**config.mk**
```make
export PLATFORM = sky130hd
export DESIGN_NAME = postwr_buf
export DESIGN_NICKNAME = d
export VERILOG_FILES = /design/src/rtl/postwr_buf_pkg.sv /design/src/rtl/postwr_buf_data.sv /design/src/rtl/postwr_buf_ctrl.sv /design/src/rtl/postwr_buf.sv
export SDC_FILE = /design/constraint.sdc
export NUM_CORES = 1
export LEC_CHECK = 0
export CAP_MARGIN = 30
export CORE_MARGIN = 5
export CORE_UTILIZATION = 49
export DETAILED_ROUTE_END_ITERATION = 10
export DONT_BUFFER_PORTS = 1
export GPL_ROUTABILITY_DRIVEN = 0
export PLACE_DENSITY = 0.66
export SYNTH_ARGS = -nofsm -noshare
export SYNTH_HDL_FRONTEND = slang
export SYNTH_SLANG_ARGS = --single-unit
```
**constraint.sdc**
```tcl
create_clock -name clk -period 6.85 [get_ports clk]
set_input_delay 1.0275 -clock clk [delete_from_list [all_inputs] [get_ports clk]]
set_output_delay 1.0275 -clock clk [all_outputs]
set_load 0.005 [all_outputs]
```
**src/rtl/postwr_buf_pkg.sv**
```systemverilog
package postwr_buf_pkg;

  typedef enum logic [1:0] {
    ATTR_DIRECT = 2'd0,
    ATTR_NCBUF  = 2'd1,
    ATTR_WTHRU  = 2'd2,
    ATTR_WBMISS = 2'd3
  } wrAttr_e;

  typedef enum logic [1:0] {
    ST_RUN       = 2'd0,
    ST_FLUSH     = 2'd1,
    ST_FLUSH_WFI = 2'd2,
    ST_SLEEP     = 2'd3
  } ctlState_e;

  typedef struct packed {
    logic pushWord;
    logic allocEntry;
    logic popBeat;
    logic popEntry;
  } bufCmd_t;

endpackage

```
**src/rtl/postwr_buf_data.sv**
```systemverilog
module postwr_buf_data
  import postwr_buf_pkg::*;
#(
  parameter int WADDR_W = 30,
  parameter int DATA_W  = 32,
  parameter int SLOTS   = 16,
  parameter int ENTRIES = 4
) (
  input  logic                  clk,
  input  logic                  rstN,
  input  bufCmd_t               cmd,
  input  logic [WADDR_W-1:0]    coreWordAddr,
  input  logic [DATA_W-1:0]     coreData,
  input  logic [DATA_W/8-1:0]   coreStrb,
  output logic [$clog2(ENTRIES+1)-1:0] entCnt,
  output logic [$clog2(SLOTS+1)-1:0]   slotCnt,
  output logic                  joinHit,
  output logic                  headLast,
  output logic [WADDR_W-1:0]    memWordAddr,
  output logic [DATA_W-1:0]     memData,
  output logic [DATA_W/8-1:0]   memStrb
);

  localparam int STRB_W  = DATA_W / 8;
  localparam int SLOT_IW = $clog2(SLOTS);
  localparam int ENT_IW  = $clog2(ENTRIES);
  localparam int SLOT_CW = $clog2(SLOTS + 1);
  localparam int ENT_CW  = $clog2(ENTRIES + 1);
  localparam int LEN_W   = SLOT_CW;

  // word slot ring
  logic [DATA_W-1:0]  slotData [SLOTS];
  logic [STRB_W-1:0]  slotStrb [SLOTS];
  logic [SLOT_IW-1:0] slotWr, slotRd;

  // address entry ring; words of an entry sit contiguously in the slot ring
  logic [WADDR_W-1:0] entBase [ENTRIES];
  logic [LEN_W-1:0]   entLen  [ENTRIES];
  logic [ENT_IW-1:0]  entHead, entTail, entNewest;
  logic [LEN_W-1:0]   beatIdx;

  assign entNewest = entTail - ENT_IW'(1);

  always_comb begin
    joinHit  = (entCnt >= ENT_CW'(2)) &&
               (coreWordAddr == entBase[entNewest] + WADDR_W'(entLen[entNewest]));
    headLast = (beatIdx == entLen[entHead] - LEN_W'(1));
    memWordAddr = entBase[entHead] + WADDR_W'(beatIdx);
    memData  = slotData[slotRd];
    memStrb  = slotStrb[slotRd];
  end

  always_ff @(posedge clk) begin
    if (cmd.pushWord) begin
      slotData[slotWr] <= coreData;
      slotStrb[slotWr] <= coreStrb;
    end
    if (cmd.allocEntry) begin
      entBase[entTail] <= coreWordAddr;
      entLen[entTail]  <= LEN_W'(1);
    end else if (cmd.pushWord) begin
      entLen[entNewest] <= entLen[entNewest] + LEN_W'(1);
    end
  end

  always_ff @(posedge clk or negedge rstN) begin
    if (!rstN) begin
      slotWr  <= '0;
      slotRd  <= '0;
      slotCnt <= '0;
      entHead <= '0;
      entTail <= '0;
      entCnt  <= '0;
      beatIdx <= '0;
    end else begin
      if (cmd.pushWord)   slotWr  <= slotWr + SLOT_IW'(1);
      if (cmd.allocEntry) entTail <= entTail + ENT_IW'(1);
      slotCnt <= slotCnt + SLOT_CW'(cmd.pushWord) - SLOT_CW'(cmd.popBeat);
      entCnt  <= entCnt + ENT_CW'(cmd.allocEntry) - ENT_CW'(cmd.popEntry);
      if (cmd.popBeat) begin
        slotRd <= slotRd + SLOT_IW'(1);
        if (cmd.popEntry) begin
          beatIdx <= '0;
          entHead <= entHead + ENT_IW'(1);
        end else begin
          beatIdx <= beatIdx + LEN_W'(1);
        end
      end
    end
  end

endmodule

```
**src/rtl/postwr_buf_ctrl.sv**
```systemverilog
module postwr_buf_ctrl
  import postwr_buf_pkg::*;
#(
  parameter int SLOTS   = 16,
  parameter int ENTRIES = 4
) (
  input  logic                         clk,
  input  logic                         rstN,
  input  logic                         coreValid,
  input  logic [1:0]                   coreAttr,
  input  logic                         memReady,
  input  logic                         drainReq,
  input  logic                         wfiReq,
  input  logic                         wakeIrq,
  input  logic [$clog2(ENTRIES+1)-1:0] entCnt,
  input  logic [$clog2(SLOTS+1)-1:0]   slotCnt,
  input  logic                         joinHit,
  input  logic                         headLast,
  output bufCmd_t                      cmd,
  output logic                         coreReady,
  output logic                         memValid,
  output logic                         drainAck,
  output logic                         lowPower,
  output logic                         drained
);

  localparam int SLOT_CW = $clog2(SLOTS + 1);
  localparam int ENT_CW  = $clog2(ENTRIES + 1);

  ctlState_e state, stateNxt;
  logic bypass, empty, roomSlot, roomEnt, canTake, take;

  always_comb begin
    bypass   = (coreAttr == ATTR_DIRECT);
    empty    = (entCnt == '0);
    roomSlot = (slotCnt < SLOT_CW'(SLOTS));
    roomEnt  = (entCnt < ENT_CW'(ENTRIES));
    if (state != ST_RUN)  canTake = 1'b0;
    else if (bypass)      canTake = empty;
    else                  canTake = roomSlot && (joinHit || roomEnt);
    take           = coreValid && canTake;
    coreReady      = canTake;
    memValid       = !empty;
    drained        = empty;
    cmd.pushWord   = take;
    cmd.allocEntry = take && (bypass || !joinHit);
    cmd.popBeat    = memValid && memReady;
    cmd.popEntry   = cmd.popBeat && headLast;
    drainAck       = ((state == ST_FLUSH) || (state == ST_FLUSH_WFI)) && empty;
    lowPower       = (state == ST_SLEEP);
  end

  always_comb begin
    stateNxt = state;
    unique case (state)
      ST_RUN: begin
        if (wfiReq)        stateNxt = ST_FLUSH_WFI;
        else if (drainReq) stateNxt = ST_FLUSH;
      end
      ST_FLUSH:     if (empty)   stateNxt = ST_RUN;
      ST_FLUSH_WFI: if (empty)   stateNxt = ST_SLEEP;
      ST_SLEEP:     if (wakeIrq) stateNxt = ST_RUN;
      default:      stateNxt = ST_RUN;
    endcase
  end

  always_ff @(posedge clk or negedge rstN) begin
    if (!rstN) state <= ST_RUN;
    else       state <= stateNxt;
  end

endmodule

```
**src/rtl/postwr_buf.sv**
```systemverilog
module postwr_buf
  import postwr_buf_pkg::*;
#(
  parameter int WADDR_W = 30,
  parameter int DATA_W  = 32,
  parameter int SLOTS   = 16,
  parameter int ENTRIES = 4
) (
  input  logic                clk,
  input  logic                rstN,
  input  logic                coreValid,
  output logic                coreReady,
  input  logic [WADDR_W-1:0]  coreWordAddr,
  input  logic [DATA_W-1:0]   coreData,
  input  logic [DATA_W/8-1:0] coreStrb,
  input  logic [1:0]          coreAttr,
  output logic                memValid,
  input  logic                memReady,
  output logic [WADDR_W-1:0]  memWordAddr,
  output logic [DATA_W-1:0]   memData,
  output logic [DATA_W/8-1:0] memStrb,
  output logic                memLast,
  input  logic                drainReq,
  input  logic                wfiReq,
  input  logic                wakeIrq,
  output logic                drainAck,
  output logic                lowPower,
  output logic                drained
);

  localparam int SLOT_CW = $clog2(SLOTS + 1);
  localparam int ENT_CW  = $clog2(ENTRIES + 1);

  bufCmd_t            cmd;
  logic [ENT_CW-1:0]  entCnt;
  logic [SLOT_CW-1:0] slotCnt;
  logic               joinHit, headLast, memValidInt;

  postwr_buf_ctrl #(.SLOTS(SLOTS), .ENTRIES(ENTRIES)) i_ctrl (
    .clk(clk), .rstN(rstN), .coreValid(coreValid), .coreAttr(coreAttr),
    .memReady(memReady), .drainReq(drainReq), .wfiReq(wfiReq), .wakeIrq(wakeIrq),
    .entCnt(entCnt), .slotCnt(slotCnt), .joinHit(joinHit), .headLast(headLast),
    .cmd(cmd), .coreReady(coreReady), .memValid(memValidInt), .drainAck(drainAck),
    .lowPower(lowPower), .drained(drained)
  );

  postwr_buf_data #(.WADDR_W(WADDR_W), .DATA_W(DATA_W), .SLOTS(SLOTS), .ENTRIES(ENTRIES)) i_data (
    .clk(clk), .rstN(rstN), .cmd(cmd), .coreWordAddr(coreWordAddr),
    .coreData(coreData), .coreStrb(coreStrb), .entCnt(entCnt), .slotCnt(slotCnt),
    .joinHit(joinHit), .headLast(headLast), .memWordAddr(memWordAddr),
    .memData(memData), .memStrb(memStrb)
  );

  assign memValid = memValidInt;
  assign memLast  = memValidInt && headLast;

endmodule

```
; Word level (Yosys, flattened, before mapping)
; Memory sizes are Yosys's and may differ from the RTL's.
; Index checks and enable logic that the tools add are counted.
[word_totals]
mem_count = 4
output_inout_bits = 72
ramBits = 716
input_bits = 75
regBits = 27
elab_cells = 76
[memory_table]
columns = memory, depth, word_bits, rd, rd_ports_with_merged_regs, write_ports, line
row1 = i_data.slotData, 16, 32, 1, 0, 1, postwr_buf_data.sv:32  ; logic [DATA_W-1:0] slotData [SLOTS];
row2 = i_data.entBase, 4, 30, 2, 0, 1, postwr_buf_data.sv:37  ; logic [WADDR_W-1:0] entBase [ENTRIES];
row3 = i_data.slotStrb, 16, 4, 1, 0, 1, postwr_buf_data.sv:33  ; logic [STRB_W-1:0] slotStrb [SLOTS];
row4 = i_data.entLen, 4, 5, 2, 0, 1, postwr_buf_data.sv:38  ; logic [LEN_W-1:0] entLen [ENTRIES];
[classes]
order_cmp = 3
eq_ne = 9
n_reduce_logical = 20
n_addsub = 14
mux = 18
[op_table]
columns = op, count
row1 = 30-bit by 5-bit adder with 30-bit output, 2
row2 = 30-bit equality test, 1
row3 = 2-bit two-way mux, 6
row4 = 5-bit by 1-bit adder with 5-bit output (second input constant), 2
row5 = 5-bit two-way mux, 2
row6 = 1-bit two-way mux, 9
row7 = 4-bit by 1-bit adder with 4-bit output (second input constant), 2
row8 = 1-bit logical AND, 8
row9 = 2-bit one-hot mux with 4 select lines, 1
row10 = 2-bit != test (second input constant), 3
row11 = 5-bit by 1-bit adder with 5-bit output, 1
row12 = 5-bit equality test, 1
row13 = 5-bit less-than comparator (second input constant), 1
row14 = 5-bit OR reduction, 1
row15 = 5-bit by 1-bit subtractor with 5-bit output, 1
row16 = 5-bit by 1-bit subtractor with 5-bit output (second input constant), 1
row17 = 2-bit by 1-bit adder with 2-bit output (second input constant), 2
row18 = 2-bit equality test (second input constant), 2
row19 = 2-bit logical NOT, 2
row20 = 4-bit AND reduction, 1
row21 = 3-bit by 1-bit adder with 3-bit output, 1
row22 = 3-bit by 2-bit >= comparator with 1-bit output (second input constant), 1
row23 = 3-bit logical NOT, 1
row24 = 1-bit logical OR, 3
row25 = 8 further kinds, 9

; Logic depth before layout (Yosys ltp)
; Gate-level depths: netlist of run 1.
; An unclocked memory read counts as a cell.
[depth]
word_depth = 15
mapped_depth = 29
ltp_nobuf = 19

; Cells and area by module
; Synthesis of run 1 repeated with hierarchy kept, for this count alone.
[hier_totals]
cells_unflattened = 1506
hier_area_um2 = 31322.5
[by_module_without_submodules]
columns = module, area_per_inst_um2, cells_each, n_inst, seq_area_each_um2
row1 = postwr_buf_data, 30986.0, 1470, 1, 22126.2
row2 = postwr_buf_ctrl, 330.3, 35, 1, 50.0
row3 = postwr_buf, 6.3, 1, 1, 0.0

; Worst setup path after synthesis of run 1
; Ideal clock, no wire load.
[synth_timing]
path_kind = register -> register
start = reg i_data.entTail[0]
end = mem i_data.slotData[0][0], enable pin
required_time_ns = 6.453
synth_period_minus_slack_ns = 7.551
path_buffers = 10
setup_ns = 0.397
path_stages_with_launch = 25
slack_ns = -0.701
arrival_time_ns = 7.154
path_cell_list = dfrtp_1 buf_6 buf_12 buf_6 buf_2 clkbuf_1 inv_1 ha_1 buf_2 buf_2 buf_1 clkbuf_1 mux4_2 ha_1 nand3_1 o211ai_1 nand2_1 or4_1 a22oi_1 nand4_1 nor4_4 a31oi_4 nor2_4 buf_6 and3_1
[synth_lines]
columns = element, line
row1 = "start, declared", postwr_buf_data.sv:39  ; logic [ENT_IW-1:0] entHead, entTail, entNewest;
row2 = "start signal, assigned", postwr_buf_data.sv:77  ; if (cmd.allocEntry) entTail <= entTail + ENT_IW'(1);
row3 = "end, declared", postwr_buf_data.sv:32

; Final worst setup path of run 1
[layout_timing]
start = reg i_data.entTail[1]
end = out coreReady
[layout_between]
elab_chain_len = 9
word_cells_on_any_way = 10
classes_between = add/sub (2) / eq/ne (1) / mux (2) / reduce/logical (3) / memory (2)
[layout_lines]
columns = element, line
row1 = 2-bit by 1-bit subtractor with 2-bit output *, postwr_buf_data.sv:42  ; assign entNewest = entTail - ENT_IW'(1);
row2 = memory 4 x 30 bit / memory 4 x 5 bit (equally long branches), --
row3 = 30-bit by 5-bit adder with 30-bit output *, postwr_buf_data.sv:46  ; (coreWordAddr == entBase[entNewest] + WADDR_W'(entLen[entNewest]));
row4 = 30-bit equality test *, postwr_buf_data.sv:46
row5 = 1-bit logical AND *, postwr_buf_data.sv:45  ; joinHit = (entCnt >= ENT_CW'(2)) &&
row6 = 1-bit logical OR *, postwr_buf_ctrl.sv:40  ; else canTake = roomSlot && (joinHit || roomEnt);
row7 = 1-bit logical AND *, postwr_buf_ctrl.sv:40
row8 = 1-bit two-way mux *, postwr_buf_ctrl.sv:39  ; else if (bypass) canTake = empty;
row9 = 1-bit two-way mux *, postwr_buf_ctrl.sv:38  ; if (state != ST_RUN) canTake = 1'b0;
row10 = "end, declared", postwr_buf.sv:12  ; output logic coreReady,
; Mark *: on every way between the ends. The rest lies on a longest branch, timed or not.

==> key figures, run 1 <==
Run status
  • Outcome: finished clean

Logic synthesis
  • Post-Synthesis Cells: 1538
  • Syn. warnings: 0
  • Syn nets: 1651
  • Compound-Gate Fraction of Synth Area: 0.01819
  • Share of the synthesized area in the top cell type: 0.6840
  • Distinct cells, synth: 75
  • Post-synth EDFFs: 716
  • Commonest cells in the netlist: edfxtp_1 (716), mux4_2 (247), xnor2_1 (59), nand2_1 (53)
  • Adder-cell share of the synthesized area: 0.01608
  • Sequential area share after synthesis: 0.7055
  • Async S/R FF share, synth: 0.03634
  • Largest family of logic cells by synthesized area: multiplexers
  • Yosys top cell by area: edfxtp_1
  • Count leader, synth: edfxtp_1
  • Mapped Area: 31440 um2
  • Main area contributors after synthesis: edfxtp_1 (68%), mux4_2 (18%), dfrtp_1 (2.1%), xnor2_1 (1.6%), ha_1 (1.4%)
  • Synthesized area per cell: 20.44 um2
  • Top FF cell, synth: edfxtp_1
  • Post-synthesis mux area share: 0.1805
  • Post-Synth XOR/XNOR Area: 0.02396
  • Register bit count reported by yosys: 743
  • Simple-Gate Fraction of Synth Area: 0.04175

STA
  • Final Hold Viols: 0
  • Setup ws final: 0.4127 ns
  • Fin. max-slew vios: 0
  • Fin crit share: 0.9397
  • Setup tns final: 0 ns
  • RSZ-0062 raised after global routing: no
  • Worst slew pin tran: 0.9347 ns
  • Post-layout min period: 6.437 ns
  • Highest Clock Rate: 155.3 MHz
  • Relative slew slack: 0.3753
  • Worst Skew: 0.04244 ns
  • Final setup vio count: 0

Power and ir drop
  • VDD IR max: 236.4 uV
  • Lkg Pwr: 0.01118 uW
  • Internal: 9836 uW
  • Power after layout: 14380 uW
  • Clock power share: 0.285
  • Sequential Power Share: 0.371
  • P_sw: 4541 uW
  • PD cells: 407.3 nW/um2
  • Switching Share: 0.3159
  • Logic pwr share: 0.344

Hold path
  • Hold crit path type: input pin to async pin

Setup path
  • Critical path required time: 5.82 ns
  • Startpoint Class: register
  • CP startpoint: i_data.entTail[1]
  • Most frequent CP cell: nand4_1
  • R2R depth: 16
  • WS Path Type: register to output port
  • Crit Reg-Reg Startpoint: i_data.entTail[1]
  • Worst EP arrival: 5.41 ns
  • Critical Path End Type: output port
  • CP max stage delay: 0.66 ns
  • Reg2reg setup slack: 0.94 ns
  • Crit-path max FO: 19
  • Slowest CP cell: ha_2
  • Critical path cell sequence: inv_1 > ha_2 > mux4_2 > ha_1 > fa_1 > a21oi_1 > o21ai_2 > nand4_1 > o21ai_0 > a2111oi_4 > nand4_1 > nor4_4 > a31oi_4 > and2b_1

CTS
  • CTS sink count: 743
  • CTS H-tree lvls: 3
  • CTS Hold Buffers Added: 0
  • Max clock buf depth: 3
  • Clock Latency Late Sink: 0.63 ns
  • CTS tree: done
  • Clock transition at path regs: 0.06 ns
  • Clock root buffer: clkbuf_16
  • CTS Buf Count: 77

Global routing
  • Vias in the first global route: 16080
  • Largest net degree at the start of global routing: 124
  • Initial antenna violation count: 0
  • Tot GR Track Use: 0.1991
  • First-pass GRT wire length: 105100 um
  • Total congestion overflow: 0

Finish
  • Total Nets Final: 1704
  • Share of post-route cells with drive strength above 1: 0.2693
  • Final Instance Area: 35300 um2
  • # diodes: 0
  • Area grow syn2layout: 12.28%
  • Finished Layout Cells: 2495

Floorplan
  • # IOs: 147
  • Die X: 263.3 um
  • Number of placement rows: 92
  • Die area: 69320 um2
  • Core ar.: 63310 um2
  • Initial Util: 0.4965
  • Die Ht: 263.3 um

Detailed routing
  • Routed Antenna Nets: 0
  • Drt first pass iters: 5
  • WL/cell: 27.53 um
  • Drc violations: 0
  • DR vias/cell: 6.091
  • Final WL: 68700 um
  • Initial DRC Count: 1180
  • Via count: 15200

Flow run
  • MaxCap Viol Count: 0

Placement
  • DP Worst Slack: 0.5209 ns
  • DP Cell Count: 2356
  • DP HPWL: 42490 um
  • Number of buffers added on ports: 0
  • Cell Area, Placed: 32740 um2
[kinds of logic after synthesis]
logic type	count (synthesis)
XOR/XNOR	86
multiplexers	253
AO/OA/AOI/OAI	80
adder cells (fa/ha/maj)	38
buffers and inverters	103
AND/OR/NAND/NOR	235
flip-flops	743
[layout make-up]
class	count	area, um2
repair buffers	39	561.8
clock buffers	96	2039
inverters	38	142.6
clock inverters	41	454.2
multi-input cells	692	8848
fillers	4703	28010
well taps	846	1059
flip-flops and latches	743	22190
[cell usage in the layout (no fill, tap or decap), drive strengths merged, types with 7 or more instances in the layout]
cell and n:
a21oi 19, and2 21, and3 22, buf 39, bufinv 7, clkbuf 96
clkinv 31, dfrtp 27, edfxtp 716, ha 34, inv 39, mux4 250
nand2 53, nand3 30, nand4 14, nor2 32, nor2b 7, nor3 11
o21ai 16, or2 7, xnor2 59, xor2 27
[sequential cells by signal, indices dropped and copies added, names as in the netlist]
name and flops:
i_data.slotWr 4, i_data.slotData 512, i_ctrl.state 2, i_data.slotCnt 5
i_data.entHead 2, i_data.entBase 120, i_data.entCnt 3, i_data.entTail 2
i_data.beatIdx 5, i_data.slotRd 4, i_data.entLen 20, i_data.slotStrb 64
[worst paths after layout]
check / end
max: coreReady
min: i_data.slotRd[0]
max reg2reg: i_data.slotData[4][20]
min reg2reg: i_data.slotWr[3]
max in group asynchronous: i_data.entTail[0]
min in group clk: i_data.slotStrb[3][3]
[worst max-delay path, delay by kind of cell, from the launching register on]
| kind | cells | cell delay [ns] |
|---|---|---|
| AOI/OAI and AO/OA | 5 | 1.20 |
| and+or+nand+nor | 4 | 1.27 |
| muxes | 1 | 0.43 |
| DFF | 1 | 0.40 |
| adders and majority gates | 3 | 1.38 |
| buffers and inverters | 1 | 0.12 |
[through the flow]
stage	util	hold WS (ns)
finish	0.5575	0.1034
global route	0.5575	0.05808
CTS	0.5565	0.05782
detailed placement	0.5171	0.5272
global placement	0.5171	0.5200
floorplan	-	0.4897
[routing by layer]
metal	share of wire	wire length, um	GRT usage	vias to the layer above
met1	0.39	27040	0.2635	8082
met5	0	0	0	-
li1	-	-	-	6506
met4	0.024	1658	0.05216	0
met2	0.51	35200	0.3353	497
met3	0.070	4802	0.04996	111
[power by group through the flow]
stage	Combinational [uW]	Clock, uW	Sequential [uW]
floorplan	3820	0	5300
detailed placement	4810	0	5570
finish	4940	4100	5330
global route	5370	4400	5360
CTS	4840	4200	5480
global placement	4770	0	5560
[timing repair]
| action | CTS | global route |
|---|---|---|
| gates resized for setup | 1 | 2 |
| pin swaps | 0 | 0 |
| setup buffers | 0 | 0 |
| endpoints found under the setup margin | 1 | 1 |
Power figures use the tool's default switching activity.
==> run 2: changes to the inputs <==
--- a/config.mk
+++ b/config.mk
@@ -5,6 +5,7 @@
 export SDC_FILE = /design/constraint.sdc
 export NUM_CORES = 1
 export LEC_CHECK = 0
+export ABC_AREA = 0
 export CAP_MARGIN = 30
 export CORE_MARGIN = 5
 export CORE_UTILIZATION = 49
@@ -12,6 +13,7 @@
 export DONT_BUFFER_PORTS = 1
 export GPL_ROUTABILITY_DRIVEN = 0
 export PLACE_DENSITY = 0.66
+export RECOVER_POWER = 100
 export SYNTH_ARGS = -nofsm -noshare
 export SYNTH_HDL_FRONTEND = slang
 export SYNTH_SLANG_ARGS = --single-unit
==> key figures, run 2 (synthesis results as in run 1) <==
Finish
  • Biggest regs: i_data.slotData: 512 flops, i_data.entBase: 120 flops, i_data.slotStrb: 64 flops
  • Area grow syn2layout: 11.41%
  • Seq. cell area: 22190 um2 (about the same)
  • Layout fillers: 4744 (+0.87%)
  • Share of post-route cells with drive strength above 1: 0.2565 (-0.01273)
  • Total Nets Final: 1704 (unchanged)
  • Area of the multi-input gates: 8815 um2 (-0.38%)
  • Highest-count cells in the layout ignoring fill and taps: edfxtp_1 (716), mux4_2 (247), clkbuf_16 (78)
  • Finished Layout Cells: 2496 (+0.040%)
  • Most flops, register: i_data.slotData
  • Final Instance Area: 35020 um2 (-0.78%)
  • Max FFs per register: 512 (unchanged)
  • Commonest non-fill, non-tap cell in the layout: edfxtp_1

Setup path
  • Reg2reg end: i_data.slotStrb[2][2]
  • Worst EP arrival: 6.68 ns (+1.27 ns)
  • Critical Path End Type: register
  • CP max stage delay: 1.00 ns (+0.34 ns)
  • Reg2reg setup slack: 0.38 ns (-0.56 ns)
  • R2R depth: 16 (unchanged)
  • Most frequent CP cell: nand4_1
  • WS Path Type: register to register
  • Critical path required time: 7.06 ns (+1.24 ns)
  • Crit-path max FO: 36 (+17)
  • Slowest CP cell: clkbuf_2
  • Startpoint Class: register
  • Crit Reg-Reg Startpoint: i_data.entTail[1]
  • Critical path cell sequence: inv_1 > ha_2 > mux4_2 > ha_1 > fa_1 > a21oi_1 > o21ai_2 > nand4_1 > o21ai_0 > a2111oi_4 > nand4_1 > nor4_4 > a31oi_4 > nor2_4 > and3_2 > clkbuf_2

CTS
  • Clock Latency Late Sink: 0.63 ns (about the same)
  • CTS Hold Buffers Added: 0 (unchanged)
  • CTS Buf Count: 77 (unchanged)
  • Clock transition at path regs: 0.06 ns (about the same)
  • CTS tree: done
  • CTS sink count: 743 (unchanged)
  • Clock root buffer: clkbuf_16
  • Max clock buf depth: 3 (unchanged)
  • CTS H-tree lvls: 3 (unchanged)

Global routing
  • Tot GR Track Use: 0.1991 (unchanged)
  • Largest net degree at the start of global routing: 124 (unchanged)
  • Total congestion overflow: 0 (unchanged)
  • Initial antenna violation count: 0 (unchanged)
  • First-pass GRT wire length: 105100 um (unchanged)
  • Vias in the first global route: 16080 (unchanged)

STA
  • Relative slew slack: -1.450 (-1.826)
  • Fin crit share: 0.9439 (+0.004179)
  • Worst Skew: 0.04390 ns (+0.001455 ns)
  • Highest Clock Rate: 154.7 MHz (-0.44%)
  • Post-layout min period: 6.466 ns (+0.02862 ns)
  • Worst slew pin tran: 3.676 ns (+2.741 ns)
  • Final Hold Viols: 0 (unchanged)
  • Setup tns final: 0 ns (unchanged)
  • Final setup vio count: 0 (unchanged)
  • Worst hold slack: 0.1052 ns (+0.001807 ns)
  • Setup ws final: 0.3841 ns (-0.02862 ns)
  • Fin. max-slew vios: 149 (+149)
  • RSZ-0062 raised after global routing: no

Detailed routing
  • Final WL: 68890 um (+0.28%)
  • Via count: 15280 (+0.53%)
  • DR vias/cell: 6.121 (+0.49%)
  • WL/cell: 27.60 um (+0.24%)
  • Initial DRC Count: 1127 (-4.5%)
  • Drc violations: 0 (unchanged)
  • Drt first pass iters: 5 (unchanged)
  • Routed Antenna Nets: 0 (unchanged)

Placement
  • Cell Area, Placed: 32740 um2 (unchanged)
  • DP Cell Count: 2356 (unchanged)
  • Number of buffers added on ports: 0 (unchanged)
  • DP HPWL: 42490 um (unchanged)
  • DP Worst Slack: 0.5209 ns (unchanged)

Floorplan
  • Die area: 69320 um2 (unchanged)
  • Initial Util: 0.4965 (unchanged)
  • Number of placement rows: 92 (unchanged)
  • Core ar.: 63310 um2 (unchanged)
  • Die X: 263.3 um (unchanged)
  • Die Ht: 263.3 um (unchanged)
  • # IOs: 147 (unchanged)

Hold path
  • Hold crit path type: input pin to async pin

Power and ir drop
  • VDD IR max: 250.8 uV (+6.1%)
  • Lkg Pwr: 0.01109 uW (-0.83%)
  • PD cells: 413.2 nW/um2 (+1.4%)

Run status
  • Outcome: finished, violations left
  • Failing checks: capacitance limit, slew limit

Flow run
  • MaxCap Viol Count: 2 (+2)
[run 2: cell types whose count changed in the layout (fill, tap and decap cells not counted), sizes merged]
| cell | change |
|---|---|
| diode | +1 |
| buf | -25 |
| clkbuf | +25 |
[run 2: metal layers]
layer  track usage  up-vias  routed length, um
li1              -     6505                  -
met1        0.2635     8159              27220
met2        0.3353      506              35420
met3       0.04996      107               4618
met4       0.05216        0               1631
met5             0        -                  0
[run 2: cell type report]
type,count,share of cell area
timing repair buffer,39,0.009182
multi-input combinational,692,0.2517
sequential,743,0.6335
clock inverter,41,0.01297
tap,846,0.03023
clock buffer,96,0.05824
antenna,1,0.00007145
inverter,38,0.004073
[run 2: report_power, final]
group          internal (uW)  switching (uW)
Sequential              5140             187
Clock                   2390            1710
Combinational           2400            2640
Total                   9940            4530
[run 2: how the worst max path moves through the flow]
stage                       from                endpoint  slack (ns)
3_5_place_dp   i_data.entTail[1]  i_data.slotData[4][26]        0.52
4_1_cts        i_data.entTail[0]               coreReady        0.07
5_1_grt        i_data.entTail[1]  i_data.slotData[4][21]        0.04
2_1_floorplan  i_data.entTail[0]               coreReady        0.09
6_report       i_data.entTail[1]   i_data.slotStrb[2][2]        0.38
3_3_place_gp   i_data.entTail[1]  i_data.slotData[6][27]        0.64
[run 2: worst max-delay path: cells and delay by family, from the launching register on]
kind,cells,cell delay (ns)
compound gates,5,1.21
fa+ha+maj,3,1.37
buf+inv,2,1.12
flops,1,0.40
mux,1,0.43
simple gates,5,1.49
[run 2: per-stage QoR]
stage          power [uW]    util
2_1_floorplan        9118       -
3_3_place_gp        10330  0.5171
3_5_place_dp        10380  0.5171
4_1_cts             14510  0.5565
5_1_grt             15220  0.5531
6_report            14470  0.5532
[run 2: timing repair]
item                       4_1_cts  5_1_grt
setup buffers                    0        0
resized for setup                1        2
setup endpoints to repair        1        1
